<file path="src/rtl/bilbo_pkg.sv">
package bilbo_pkg;

  typedef enum logic [1:0] {
    MODE_CLEAR = 2'b00,
    MODE_LOAD  = 2'b01,
    MODE_SHIFT = 2'b10,
    MODE_SIG   = 2'b11
  } bilbo_mode_e;

endpackage

</file>
<file path="src/rtl/bilbo_mode_dec.sv">
module bilbo_mode_dec
  import bilbo_pkg::*;
(
  input  logic        mode_hi,
  input  logic        mode_lo,
  output bilbo_mode_e mode
);
  always_comb begin
    unique case ({mode_hi, mode_lo})
      2'b00:   mode = MODE_CLEAR;
      2'b01:   mode = MODE_LOAD;
      2'b10:   mode = MODE_SHIFT;
      default: mode = MODE_SIG;
    endcase
  end
endmodule

</file>
<file path="src/rtl/bilbo_fb.sv">
module bilbo_fb #(
  parameter int             W    = 4,
  parameter logic [W-1:0]   TAPS = W'(4'b1100)
) (
  input  logic [W-1:0] state,
  output logic         fb
);
  logic [W-1:0] gated;

  for (genvar k = 0; k < W; k++) begin : g_tap
    if (TAPS[k]) begin : g_on
      assign gated[k] = state[k];
    end else begin : g_off
      assign gated[k] = 1'b0;
    end
  end

  assign fb = ^gated;
endmodule

</file>
<file path="src/rtl/bilbo_cell.sv">
module bilbo_cell
  import bilbo_pkg::*;
(
  input  bilbo_mode_e mode,
  input  logic        d,
  input  logic        chain,
  output logic        nxt
);
  always_comb begin
    unique case (mode)
      MODE_CLEAR: nxt = 1'b0;
      MODE_LOAD:  nxt = d;
      MODE_SHIFT: nxt = chain;
      default:    nxt = chain ^ d;
    endcase
  end
endmodule

</file>
<file path="src/rtl/bilbo_reg.sv">
module bilbo_reg
  import bilbo_pkg::*;
#(
  parameter int           W    = 4,
  parameter logic [W-1:0] TAPS = W'(4'b1100)
) (
  input  logic         clk,
  input  logic         rst_n,
  input  logic         mode_hi,
  input  logic         mode_lo,
  input  logic [W-1:0] par_in,
  input  logic         scan_in,
  output logic [W-1:0] par_out,
  output logic         scan_out
);
  localparam int LAST = W - 1;

  bilbo_mode_e  mode;
  logic         fb;
  logic         head;
  logic [W-1:0] q;
  logic [W-1:0] q_nxt;
  logic [W-1:0] chain;

  bilbo_mode_dec u_dec (
    .mode_hi (mode_hi),
    .mode_lo (mode_lo),
    .mode    (mode)
  );

  bilbo_fb #(.W(W), .TAPS(TAPS)) u_fb (
    .state (q),
    .fb    (fb)
  );

  // Stage 0 takes the serial input while scanning, the feedback otherwise.
  assign head = (mode == MODE_SHIFT) ? scan_in : fb;

  for (genvar i = 0; i < W; i++) begin : g_stage
    if (i == 0) begin : g_first
      assign chain[i] = head;
    end else begin : g_rest
      assign chain[i] = q[i-1];
    end

    bilbo_cell u_cell (
      .mode  (mode),
      .d     (par_in[i]),
      .chain (chain[i]),
      .nxt   (q_nxt[i])
    );
  end

  always_ff @(posedge clk or negedge rst_n) begin
    if (!rst_n) q <= '0;
    else        q <= q_nxt;
  end

  assign par_out  = q;
  assign scan_out = q[LAST];
endmodule

</file>
<file path="config.mk">
export PLATFORM = sky130hd
export DESIGN_NAME = bilbo_reg
export DESIGN_NICKNAME = d
export VERILOG_FILES = /design/src/rtl/bilbo_pkg.sv /design/src/rtl/bilbo_mode_dec.sv /design/src/rtl/bilbo_fb.sv /design/src/rtl/bilbo_cell.sv /design/src/rtl/bilbo_reg.sv
export SDC_FILE = /design/constraint.sdc
export NUM_CORES = 1
export LEC_CHECK = 0
export CAP_MARGIN = 40
export CELL_PAD_IN_SITES_DETAIL_PLACEMENT = 1
export CELL_PAD_IN_SITES_GLOBAL_PLACEMENT = 2
export CORE_AREA = 8 8 45 47
export DETAILED_ROUTE_END_ITERATION = 8
export DIE_AREA = 0 0 53 55
export HOLD_SLACK_MARGIN = 0.02
export PLACE_DENSITY = 0.78
export SETUP_SLACK_MARGIN = 0.5
export SLEW_MARGIN = 40
export SYNTH_ARGS = -nofsm -noshare
export SYNTH_HDL_FRONTEND = slang
export SYNTH_HIERARCHICAL = 1
export SYNTH_SLANG_ARGS = --single-unit
</file>
<file path="constraint.sdc">
create_clock -name clk -period 1.25 [get_ports clk]
set_input_delay 0.1875 -clock clk [delete_from_list [all_inputs] [get_ports clk]]
set_output_delay 0.1875 -clock clk [all_outputs]
set_load 0.005 [all_outputs]
</file>
==> results <==
==> layer usage <==
layer | share of wire [%] | vias up
li1 | - | 104
met1 | 47 | 96
met2 | 46 | 10
met3 | 7.4 | 0
met4 | 0 | 0
met5 | 0 | -
==> worst max-delay path, stage by stage (launching register included) <==
cell,delay [ns]
dfrtp_1,0.37
buf_4,0.14
xor2_1,0.16
mux2_4,0.27
nand2_2,0.06
xor2_1,0.13
==> logic make-up (layout without fill, tap and decap cells) <==
family	count (synthesis)	after routing
AND/OR/NAND/NOR	9	9
XOR/XNOR	5	5
flip-flops	4	4
buffers and inverters	3	23
multiplexers	1	1
==> final cells by class <==
| class | instances | area share, % |
|---|---|---|
| multi-input cells | 15 | 25.0 |
| repair buffers | 20 | 41.1 |
| flip-flops and latches | 4 | 23.8 |
| well taps | 16 | 4.76 |
| clock buffers | 3 | 5.36 |
==> per-stage QoR <==
stage          std cells  util, %
2_1_floorplan         22        -
3_3_place_gp          50     26.6
3_5_place_dp          50     26.6
4_1_cts               57     29.4
5_1_grt               58     30.4
6_report              58     30.4
==> what timing repair did <==
action,CTS,global route
buffers inserted,4,1
pin swaps,1,1
setup endpoints to repair,9,9
endpoints found under the hold margin,0,0
gates resized for setup,20,4
hold buffers,0,0
==> final timing paths <==
path,start,end,slack [ns],cells past startpoint
hold / removal,rst_n,par_out[1],0.16,1
setup / recovery,par_out[3],par_out[0],0.05,5
max in group asynchronous,rst_n,par_out[3],0.92,1
hold reg to reg,par_out[0],par_out[1],0.53,2
setup reg to reg,par_out[3],par_out[0],0.05,5
min in group clk,par_in[2],par_out[2],0.53,3
==> power by group through the flow <==
| stage | logic [mW] | registers, mW | clock network [mW] |
|---|---|---|---|
| floorplan | 0.0576 | 0.170 | 0 |
| global placement | 0.146 | 0.169 | 0 |
| detailed placement | 0.147 | 0.169 | 0 |
| CTS | 0.164 | 0.161 | 0.168 |
| global route | 0.195 | 0.165 | 0.183 |
| finish | 0.175 | 0.162 | 0.158 |
==> placed cells by master, fill, tap and decap left out <==
master / count
dlygate4sd2_1: 1
nand2_2: 1
xor2_1: 5
clkdlybuf4s50_1: 7
nand2_1: 7
nor2b_4: 1
buf_4: 6
buf_6: 3
buf_2: 2
dfrtp_1: 4
mux2_4: 1
clkbuf_4: 3
clkbuf_2: 1
==> results.md <==
- Number of global-route vias before repair: between 200 and 250
- CTS Sinks: 4
- Setup_tns: 0 ns
- Max cap viols: 0
- Max VDD drop: around 240 uV
- Complex-gate fraction of the synthesized area: 0%
- Layout filler cell count: roughly 160
- Area growth syn-to-layout: 93.1%
- Met3 Resource Use GR: under 10%
- Outcome: complete, no violations
- Rows: 14
- Design area: around 420 sq um
- Iteration-0 DRC Markers: 1
- Most frequent cell after synthesis: nand2_1
- Crit path kind: flop to flop
- Synth Area in Simple Gates: between 20% and 30%
- Worst path arrival time: 1.36 ns
- Crit path capture type: flop
- Sequential Power Share: between 30% and 40%
- Final min period: around 1.2 ns
- Initial antenna violation count: 0
- Clock slew at reported path FFs: approximately 0.040 ns
- RSZ-0062 raised after global routing: yes
- Post-synth EDFFs: 0
- Synth warn: 6
- Largest net degree at the start of global routing: 5
- Slew margin rel.: between 80% and 90%
- Share of cells above drive strength 1: 42.9%
- Syn nets: 31
- Multi-input logic area: around 110 sq um
- Root Driver: clkbuf_4
- Area leader, netlist: dfrtp_1
- Seq cells post-synth: 4
- CTS tree: built
- Clock tree buffer depth: 2
- CP required: approximately 1.4 ns
- GRT met1 Usage: under 10%
- Internal: ~370 uW
- Total grt overflow: 0
- Fin Clk Skew: between 0.003 and 0.004 ns
- Final Max Tran Viols: 0
- Comb power frac: 35.4%
- Total die area: between 2000 and 3000 sq um
- Skew-Pair Late Insertion Delay: 0.23 ns
- Worst setup margin: 0.0469 ns
- Vias/cell: about 3.6
- PortBufs: 13
- CTS Buf Count: 3
- Post-synthesis mux area share: 6.90%
- Die Span Y: ~55 um
- Final setup violation count: 0
- Via count: between 200 and 250
- Core ar.: approximately 1400 sq um
- Yosys top cell area share: between 40% and 50%
- Largest cells by area after synthesis: dfrtp_1, xor2_1, nand2_1
- IO Count: 14
- Pre-CTS setup slack: -0.150 ns
- Post-DRT Antenna Nets: 0
- GRT Total Usage: 5.64%
- Starting Density: about 16%
- Met2 global-route usage: ~7.4%
- Adder-Cell Fraction of Synth Area: 0%
- Placed inst area: approximately 370 sq um
- HP Class: input pin to asynchronous set/reset pin
- Pwr Total: around 500 uW
- Global route hottest layer: met2
- Drt drc: 0
- Final Hold Fails: 0
- Sw Pwr: approximately 120 uW
- First-pass GRT wire length: around 1100 um
- Critical Path Fanout Max: 2
- Max reg flops: 4
- XOR/XNOR share of the synthesized area: roughly 20%
- Commonest cells post-synth: nand2_1, xor2_1, dfrtp_1
- Tightest Pin Transition: around 0.19 ns
- Total inserted antenna cells: 0
- Drt wl/cell: ~11 um
- Sequential fraction of the synthesis area: between 40 and 50%
- Clk pwr share: about a third
- Tcrit/Tclk final: ~96%
- Switching Fraction: about 25%
- Static Leakage: 0.204 nW
- Final #Nets: 53
- Syn avg cell area: 9.90 sq um
- Main synth FF type: dfrtp_1
- Max Clk Rate: just over 800 MHz
- Total iterations of the first detailed-routing run: 2
- Yosys cell types: 7
- GP Congestion: around 0.66
- Largest family of logic cells by synthesized area: XOR/XNOR gates
- Die Wd: roughly 53 um
- Cell area after synthesis: approximately 220 sq um
- CTS H-tree depth: 1
- Total wire length: approximately 650 um
- PD cells: between 1000 and 1500 nW/um^2
- WHS: between 0.15 and 0.2 ns
- Worst setup SP type: flop
- FFs w/ async S/R, synth: 100%
- Mapped Cells: 22
- Register area: about 100 sq um
(Power assumes the default switching activity.)
